--- config.mk ---
export PLATFORM = sky130hd
export DESIGN_NAME = prio_irq_arbiter
export DESIGN_NICKNAME = d
export VERILOG_FILES = /design/src/rtl/prio_irq_pkg.sv /design/src/rtl/prio_irq_tree.sv /design/src/rtl/prio_irq_datapath.sv /design/src/rtl/prio_irq_ctrl.sv /design/src/rtl/prio_irq_arbiter.sv
export SDC_FILE = /design/constraint.sdc
export NUM_CORES = 2
export LEC_CHECK = 0
export ABC_AREA = 1
export BUFFER_PORTS_ARGS = -buffer_cell sky130_fd_sc_hd__buf_4
export CORE_AREA = 4 4 308 310
export DETAILED_ROUTE_END_ITERATION = 6
export DIE_AREA = 0 0 312 314
export PLACE_DENSITY_LB_ADDON = 0.15
export SLEW_MARGIN = 20
export SYNTH_ARGS = -nofsm -noshare
export SYNTH_HDL_FRONTEND = slang
export SYNTH_SLANG_ARGS = --single-unit
--- constraint.sdc ---
create_clock -name clk -period 1.92 [get_ports clk]
set_input_delay 0.096 -clock clk [delete_from_list [all_inputs] [get_ports clk]]
set_output_delay 0.096 -clock clk [all_outputs]
set_load 0.01 [all_outputs]
--- src/rtl/prio_irq_pkg.sv ---
package prio_irq_pkg;
  // Strobes from control to datapath: freeze the current winner of a path.
  typedef struct packed {
    logic latchFast;
    logic latchNorm;
  } arbStrobe_t;
endpackage

--- src/rtl/prio_irq_tree.sv ---
module prio_irq_tree #(
  parameter int NUM_LINES = 96,
  parameter int PRIO_W    = 5,
  parameter int CODE_W    = 7
) (
  input  logic [NUM_LINES-1:0]        elig,
  input  logic [NUM_LINES*PRIO_W-1:0] prioFlat,
  output logic                        rootValid,
  output logic [CODE_W-1:0]           rootIdx
);
  localparam int LEVELS = (NUM_LINES > 1) ? $clog2(NUM_LINES) : 1;
  localparam int LEAVES = 1 << LEVELS;
  localparam int NODES  = 2 * LEAVES - 1;

  logic              nodeValid [NODES];
  logic [PRIO_W-1:0] nodePrio  [NODES];
  logic [CODE_W-1:0] nodeIdx   [NODES];

  // Leaves sit at the tail of a heap-ordered array, lowest line leftmost.
  for (genvar i = 0; i < LEAVES; i++) begin : g_leaf
    if (i < NUM_LINES) begin : g_real
      assign nodeValid[LEAVES-1+i] = elig[i];
      assign nodePrio[LEAVES-1+i]  = prioFlat[i*PRIO_W +: PRIO_W];
    end else begin : g_pad
      assign nodeValid[LEAVES-1+i] = 1'b0;
      assign nodePrio[LEAVES-1+i]  = '1;
    end
    assign nodeIdx[LEAVES-1+i] = CODE_W'(i);
  end

  // Each node keeps the better child; the upper (higher-index) child wins ties.
  for (genvar n = 0; n < LEAVES - 1; n++) begin : g_node
    logic takeHi;
    assign takeHi = nodeValid[2*n+2] &&
                    (!nodeValid[2*n+1] || (nodePrio[2*n+2] <= nodePrio[2*n+1]));
    assign nodeValid[n] = nodeValid[2*n+1] | nodeValid[2*n+2];
    assign nodePrio[n]  = takeHi ? nodePrio[2*n+2] : nodePrio[2*n+1];
    assign nodeIdx[n]   = takeHi ? nodeIdx[2*n+2]  : nodeIdx[2*n+1];
  end

  assign rootValid = nodeValid[0];
  assign rootIdx   = nodeIdx[0];
endmodule

--- src/rtl/prio_irq_datapath.sv ---
module prio_irq_datapath
  import prio_irq_pkg::*;
#(
  parameter int NUM_LINES = 96,
  parameter int PRIO_W    = 5,
  parameter int CODE_W    = 7
) (
  input  logic                        clk,
  input  logic                        rst_n,
  input  logic [NUM_LINES-1:0]        pendVec,
  input  logic [NUM_LINES-1:0]        maskVec,
  input  logic [NUM_LINES-1:0]        fastSel,
  input  logic [NUM_LINES*PRIO_W-1:0] prioFlat,
  input  arbStrobe_t                  strobe,
  output logic                        normAvail,
  output logic                        fastAvail,
  output logic [CODE_W-1:0]           normCode,
  output logic [CODE_W-1:0]           fastCode
);
  localparam int NUM_PATHS = 2;

  logic [NUM_LINES-1:0] eligPath  [NUM_PATHS];
  logic                 treeValid [NUM_PATHS];
  logic [CODE_W-1:0]    treeIdx   [NUM_PATHS];
  logic                 bestValidQ[NUM_PATHS];
  logic [CODE_W-1:0]    bestIdxQ  [NUM_PATHS];
  logic [CODE_W-1:0]    codeQ     [NUM_PATHS];
  logic [NUM_PATHS-1:0] latchBits;

  assign eligPath[0] = pendVec & ~maskVec & ~fastSel;
  assign eligPath[1] = pendVec & ~maskVec &  fastSel;
  assign latchBits   = {strobe.latchFast, strobe.latchNorm};

  for (genvar p = 0; p < NUM_PATHS; p++) begin : g_path
    prio_irq_tree #(
      .NUM_LINES(NUM_LINES),
      .PRIO_W   (PRIO_W),
      .CODE_W   (CODE_W)
    ) u_tree (
      .elig     (eligPath[p]),
      .prioFlat (prioFlat),
      .rootValid(treeValid[p]),
      .rootIdx  (treeIdx[p])
    );

    // Compare-tree result registered every cycle.
    always_ff @(posedge clk or negedge rst_n) begin
      if (!rst_n) begin
        bestValidQ[p] <= 1'b0;
        bestIdxQ[p]   <= '0;
      end else begin
        bestValidQ[p] <= treeValid[p];
        bestIdxQ[p]   <= treeIdx[p];
      end
    end

    // Winner frozen only on a control strobe.
    always_ff @(posedge clk or negedge rst_n) begin
      if (!rst_n) codeQ[p] <= '0;
      else if (latchBits[p]) codeQ[p] <= bestIdxQ[p];
    end

    // the tree never reports a line the eligibility filter rejected.
    assert_winner_eligible_R1: assert property (@(posedge clk) disable iff (!rst_n)
      treeValid[p] |-> eligPath[p][treeIdx[p]]);

    // the latched code moves only when control asks for it.
    assert_code_hold_R7: assert property (@(posedge clk) disable iff (!rst_n)
      !latchBits[p] |=> $stable(codeQ[p]));
  end

  assign normAvail = bestValidQ[0];
  assign fastAvail = bestValidQ[1];
  assign normCode  = codeQ[0];
  assign fastCode  = codeQ[1];
endmodule

--- src/rtl/prio_irq_ctrl.sv ---
module prio_irq_ctrl
  import prio_irq_pkg::*;
(
  input  logic       clk,
  input  logic       rst_n,
  input  logic       ctrlWrEn,
  input  logic [2:0] ctrlWrData,
  input  logic       normAvail,
  input  logic       fastAvail,
  output arbStrobe_t strobe,
  output logic       normIrq,
  output logic       fastIrq
);
  localparam int NUM_PATHS = 2;
  localparam int GMASK_BIT = 2;

  logic                 gmaskQ;
  logic [NUM_PATHS-1:0] tokQ;
  logic [NUM_PATHS-1:0] irqQ;
  logic [NUM_PATHS-1:0] avail;
  logic [NUM_PATHS-1:0] agree;
  logic [NUM_PATHS-1:0] fire;

  assign avail = {fastAvail, normAvail};
  assign agree = {NUM_PATHS{ctrlWrEn}} & ctrlWrData[NUM_PATHS-1:0];
  assign fire  = tokQ & avail & ~{NUM_PATHS{gmaskQ}} & ~agree;

  always_ff @(posedge clk or negedge rst_n) begin
    if (!rst_n) gmaskQ <= 1'b0;
    else if (ctrlWrEn) gmaskQ <= ctrlWrData[GMASK_BIT];
  end

  for (genvar p = 0; p < NUM_PATHS; p++) begin : g_path
    always_ff @(posedge clk or negedge rst_n) begin
      if (!rst_n) begin
        tokQ[p] <= 1'b1;
        irqQ[p] <= 1'b0;
      end else if (agree[p]) begin
        tokQ[p] <= 1'b1;
        irqQ[p] <= 1'b0;
      end else if (fire[p]) begin
        tokQ[p] <= 1'b0;
        irqQ[p] <= 1'b1;
      end
    end

    // a rise consumes an armed token and needs an eligible line.
    assert_rise_needs_token_R6: assert property (@(posedge clk) disable iff (!rst_n)
      $rose(irqQ[p]) |-> $past(tokQ[p]) && $past(avail[p]) && !tokQ[p]);

    // nothing rises while the global mask is set.
    assert_gmask_blocks_R9: assert property (@(posedge clk) disable iff (!rst_n)
      gmaskQ |=> !$rose(irqQ[p]));

    // an agreement drops the output and re-arms the token.
    assert_agree_rearms_R8: assert property (@(posedge clk) disable iff (!rst_n)
      agree[p] |=> !irqQ[p] && tokQ[p]);

    // a raised output holds until its agreement arrives.
    assert_irq_hold_R7: assert property (@(posedge clk) disable iff (!rst_n)
      irqQ[p] && !agree[p] |=> irqQ[p]);
  end

  assign strobe.latchNorm = fire[0];
  assign strobe.latchFast = fire[1];
  assign normIrq = irqQ[0];
  assign fastIrq = irqQ[1];
endmodule

--- src/rtl/prio_irq_arbiter.sv ---
module prio_irq_arbiter
  import prio_irq_pkg::*;
#(
  parameter int NUM_BANKS      = 3,
  parameter int LINES_PER_BANK = 32,
  parameter int PRIO_W         = 5
) (
  input  logic                                           clk,
  input  logic                                           rst_n,
  input  logic [NUM_BANKS*LINES_PER_BANK-1:0]            pendVec,
  input  logic [NUM_BANKS*LINES_PER_BANK-1:0]            maskVec,
  input  logic [NUM_BANKS*LINES_PER_BANK-1:0]            fastSel,
  input  logic [NUM_BANKS*LINES_PER_BANK*PRIO_W-1:0]     prioFlat,
  input  logic                                           ctrlWrEn,
  input  logic [2:0]                                     ctrlWrData,
  output logic                                           normIrq,
  output logic                                           fastIrq,
  output logic [$clog2(NUM_BANKS*LINES_PER_BANK)-1:0]    normCode,
  output logic [$clog2(NUM_BANKS*LINES_PER_BANK)-1:0]    fastCode
);
  localparam int NUM_LINES = NUM_BANKS * LINES_PER_BANK;
  localparam int CODE_W    = $clog2(NUM_LINES);

  arbStrobe_t strobe;
  logic       normAvail;
  logic       fastAvail;

  prio_irq_datapath #(
    .NUM_LINES(NUM_LINES),
    .PRIO_W   (PRIO_W),
    .CODE_W   (CODE_W)
  ) u_datapath (
    .clk      (clk),
    .rst_n    (rst_n),
    .pendVec  (pendVec),
    .maskVec  (maskVec),
    .fastSel  (fastSel),
    .prioFlat (prioFlat),
    .strobe   (strobe),
    .normAvail(normAvail),
    .fastAvail(fastAvail),
    .normCode (normCode),
    .fastCode (fastCode)
  );

  prio_irq_ctrl u_ctrl (
    .clk       (clk),
    .rst_n     (rst_n),
    .ctrlWrEn  (ctrlWrEn),
    .ctrlWrData(ctrlWrData),
    .normAvail (normAvail),
    .fastAvail (fastAvail),
    .strobe    (strobe),
    .normIrq   (normIrq),
    .fastIrq   (fastIrq)
  );
endmodule

* Yosys cells after proc, flatten, opt, wreduce, memory -nomap -nowiden
Index checks and enable logic that the tools add are counted. W data, S select, Z words.
Operators by class: reduce and logical (&&, ||, !) cells 572, bitwise operators 201, muxes and demuxes 386, magnitude comparators 142
Operators by type and width (number):
- $mux W5 | 188
- $le A5 B5 Y1 | 142
- $mux W7 | 88
- $and A96 B96 Y96 | 3
- $not A96 Y96 | 2
- $logic_and A1 B1 Y1 | 190
- $logic_not A1 Y1 | 190
- $logic_or A1 B1 Y1 | 190
- $or A1 B1 Y1 | 190
- $mux W1 | 104
- $mux W2 | 6
- $and A2 B2 Y2 | 4
- $not A2 Y2 | 2
- $reduce_bool A2 Y1 | 2
Storage, ports and cells: flip-flop bits (word level) 35, output and inout bits 16

* Longest topological paths before layout
depth after elaboration 31, gate-level depth with buffers 81, gate-level depth less buffers 78

* By module
A second synthesis with hierarchy kept.
Second synthesis, totals: cells, all modules 7217, area total of the unflattened synthesis 40687.8 µm²
Modules (own cells, without submodules):
- prio_irq_tree at u_datapath.g_path[0].u_tree | instances 1, sequential area each 0.0 µm², cells an instance 3316, area an instance 18896.9 µm²
- prio_irq_tree at u_datapath.g_path[1].u_tree | instances 1, sequential area each 0.0 µm², cells an instance 3319, area an instance 18820.6 µm²
- prio_irq_datapath | instances 1, sequential area each 750.7 µm², cells an instance 556, area an instance 2740.1 µm²
- prio_irq_ctrl | instances 1, sequential area each 127.6 µm², cells an instance 26, area an instance 230.2 µm²

* Least setup slack after synthesis
No wires, ideal clock.
kind in2reg, start in prioFlat[144], end reg u_datapath.bestIdxQ[0] (netlist bit), arrival time 9505 ps, setup time 133 ps, slack -7718 ps, stages on the path 65, data required time 1787 ps, path buffers 6, cell sequence inv_1 > ha_1 > nand2_1 > o21bai_1 > a2bb2oi_1 > nand4_1 > nand2_1 > clkbuf_1 > o21ai_0 > ha_1 > a21oi_1 > o221ai_1 > o211ai_1 > nand2_1 > inv_1 > clkbuf_1 > o21ai_0 > ha_1 > [29 not listed] > nand2_1 > inv_1 > nand3_1 > o221ai_1 > nand3_1 > nand2_1 > buf_2 > nand2_1 > o21ai_1 > ha_1 > a21oi_1 > nor2_1 > o21ai_0 > a211oi_1 > nor2_1 > inv_1 > a2111oi_0 > nor2_1
RTL lines:
- from (decl) | RTL line prio_irq_arbiter.sv:13 | input logic [NUM_BANKS*LINES_PER_BANK*PRIO_W-1:0] prioFlat,
- to (signal, indexed assignment) | RTL line prio_irq_datapath.sv:53 | bestIdxQ[p] <= treeIdx[p];
- to (decl) | RTL line prio_irq_datapath.sv:26 | logic [CODE_W-1:0] bestIdxQ [NUM_PATHS];

==> results.toml <==
[sta]
slew_headroom_pct = 48.2
rsz0062_at_grt = "yes"
setup_slack_ns = -7.32
hold_viol_final = 0
fmax_mhz = 108
tns_ns = -97.13
slew_viol_final = 0
fin_crit_sh_pct = 481
tightest_slew_ns = 0.773
setup_viol = 16
fin_skew_ns = 0.00281
fin_crit_ns = 9.24

[setup_path]
cp_top_family = "buffers and inverters"
slowest_stage = "o221a_2"
startpoint = "prioFlat[303]"
r2r-end = "u_datapath.fastCode[0]$_DFFE_PN0P_"
cp.depth = 66
cpPeakStageDelay_ns = 0.26
cp-start-kind = "primary input"
r2r_start = "u_ctrl.gmaskQ$_DFFE_PN0P_"
path_common_cell = "buf_4"
path_class = "in -> reg"
r2r_slack_ns = 0.50
reg2reg_depth = 5
cp-endpoint = "u_datapath.bestIdxQ[0]$_DFF_PN0_"
end_kind = "flip-flop"
path_max_fanout = 5
required_ns = 2.14
crit_buf_inv = 39
worstPathArrival_ns = 9.46

[detailed_routing]
vias = 53085
post_drt_wl_per_cell_um = 16.5
drc = 2
first_pass_iters = 7
totalWireLength_um = 171000
drt-initial-drc-count = 3245
antenna_left = 0
viasPerCell = 5.13

[layout]
drive_above_1_share_pct = 46.1
layout.nets = 10597
area_delta_synth_final_pct = 87.9
fin_cells = 10356
fin_area_um2 = 64100
fillers = 7984

[logic_synthesis]
syn_area_per_cell_um2 = 5.64
yosys_warnings = 0
yosysSeqAreaShare_pct = 2.58
synth_seq_cells = 35
synth-edff-count = 0
async_flop_share_pct = 100
syn_nets = 7495
syn_area_um2 = 34100
syn_inst = 6047
synth_top_flop_cell = "dfrtp_1"
synth_cell_types = 57

[floorplanning]
die_h_um = 314
rows = 111
fp.dieW_um = 312
initial_core_util_pct = 37.2
dieArea_um2 = 98000
core_area_um2 = 91700
num_io_pins = 790

[global_routing]
grt_pass1_wl_um = 252000
grt_usage_pct = 31.2
antenna_found_initial = 22
grt_pass1_vias = 50027
grt_overflow = 0
grt_max_degree = 36

[clock_network]
cts.sinks = 35
cts_tree = "yes"
clkLatencyLatePin_ns = 0.29
htree_levels = 2
cts_buffer_depth = 2
cts-root-buf = "clkbuf_16"
cts_buffers = 5
path_clk_slew_ns = 0.06

[power_and_ir_drop]
p_switching_mw = 23.9
ir_worst_vdd_uv = 1700
p_int_mw = 24.3
power_density_nw_per_um2 = 751
p_leak_nw = 35.7
seqPwrFrac_pct = 2.9
pwr-share-clk_pct = 2.0
p_sw_share_pct = 49.6
power_mw = 48.1
comb_power_share_pct = 95.1

[status]
violations = "design-rule violations, negative setup slack"
status = "finished, violations left"

[placement]
placed_cells = 10076
port_buffers = 789
dp_hpwl_um = 144000
place.gp.congestion = 1.00
dp_slack_ns = -7.90
post_dp_cell_area_um2 = 57900

[worst_hold_path]
hold_path.class = "in -> reg"

[flow_run]
drv_cap = 0
## worst reg2reg max path: stages (launching register included)
cell     delay (ns)
dfrtp_1        0.36
inv_1          0.17
nand3_1        0.12
inv_1          0.10
nand2_1        0.21
mux2_2         0.34
## layout by cell type, fill, tap and decap left out, types with 12 or more instances in the layout
cell      instances
a21oi_1         218
a21oi_2          39
a221oi_2         14
a31o_2           46
a31oi_1          22
buf_4          3134
buf_6            59
dfrtp_1          33
diode_2          20
ha_1            569
ha_4             99
inv_1           899
inv_2            73
inv_4            26
nand2_1        1449
nand2_2         200
nand2_4          81
nand3_1         281
nand3_2          43
nand3b_1         21
nand4_1         160
nor2_1          198
nor2_2           31
nor2_4           12
nor3_1           99
nor3_2           13
o211ai_1         34
o21a_1           25
o21ai_0         594
o21ai_1         203
o21ai_2         153
o21ai_4          47
o21bai_1         30
o221ai_1         32
o221ai_2         13
## Yosys cell counts (33+ instances only)
cell type	n	share of area, %
nor2_1	228	2.5
o221ai_1	45	1.2
o21bai_1	34	0.75
nand3_1	311	4.6
o211ai_1	34	0.75
a31o_2	47	1.2
o21ai_1	34	0.50
ha_1	674	25
dfrtp_1	33	2.4
nand4_1	160	2.9
inv_1	999	11
clkbuf_1	107	1.2
nor3_1	106	1.6
o21ai_0	947	14
nand2_2	41	0.75
a21oi_1	256	3.8
nand2_1	1654	18
## area by class of cell
type	count	area (um2)	share of cell area [%]
repair inverters	7	50.0	0.0781
flip-flops and latches	35	878	1.37
diodes	20	50.0	0.0781
multi-input cells	4883	33100	51.7
repair buffers	3208	24400	38.1
clock inverters	3	47.5	0.0742
clock buffers	5	125	0.195
well taps	1186	1480	2.32
inverters	1009	3920	6.12
## routing by layer
metal	routed length (um)	GRT usage, %	vias to the layer above
met5	56	0	-
met3	8990	2.86	304
met4	5840	9.30	8
met2	84500	57.4	1557
met1	71400	38.6	24382
li1	-	-	26834
## registers in the layout, summed over array words and instances (netlist names)
| signal | flops |
|---|---|
| u_datapath.bestIdxQ | 14 |
| u_datapath.fastCode | 7 |
| u_datapath.normCode | 7 |
| u_ctrl.tokQ | 2 |
| u_ctrl.fastIrq | 1 |
| u_ctrl.gmaskQ | 1 |
| u_ctrl.normIrq | 1 |
| u_datapath.fastAvail | 1 |
| u_datapath.normAvail | 1 |
## stage by stage
step	utilization (%)	hold WS, ns
3_5_place_dp	63.2	0.0823
5_1_grt	69.9	0.0963
6_report	69.9	0.0660
3_3_place_gp	63.2	0.0767
2_1_floorplan	-	-0.200
4_1_cts	65.7	0.0622
## logic make-up (layout without fill, tap and decap cells)
group | after synthesis | after routing | synth area share, %
buffers and inverters | 1148 | 4232 | 12.9
AOI/OAI and AO/OA | 1571 | 1571 | 26.2
other | 0 | 20 | 0
DFF | 35 | 35 | 2.58
adders and majority gates | 674 | 674 | 24.7
and+or+nand+nor | 2611 | 2630 | 33.3
muxes | 8 | 8 | 0.264
## power by group through the flow
stage / registers [mW] / clock network (mW) / logic (mW)
2_1_floorplan: 1.39 / 0 / 18.9
3_3_place_gp: 1.38 / 0 / 35.0
3_5_place_dp: 1.39 / 0 / 35.9
4_1_cts: 1.37 / 0.987 / 39.3
5_1_grt: 1.41 / 1.01 / 49.8
6_report: 1.38 / 0.972 / 45.8
## how the worst min path moves through the flow
stage                             start                         end  depth (start not counted)
after floorplan                   rst_n  u_ctrl.fastIrq$_DFFE_PN0P_                          0
after global placement            rst_n   u_ctrl.gmaskQ$_DFFE_PN0P_                          1
after detailed placement          rst_n   u_ctrl.gmaskQ$_DFFE_PN0P_                          1
after CTS                 ctrlWrData[2]   u_ctrl.gmaskQ$_DFFE_PN0P_                          3
after global routing      ctrlWrData[2]   u_ctrl.gmaskQ$_DFFE_PN0P_                          3
final                     ctrlWrData[2]   u_ctrl.gmaskQ$_DFFE_PN0P_                          3
## timing repair
action	CTS	global route
hold endpoints to repair	33	0
hold buffers	1	0
cloned	13	15
pin swaps	148	374
setup buffers	124	106
gates resized for setup	445	752
setup endpoints to repair	16	16
Note: power is estimated with default switching activity, not from simulation.
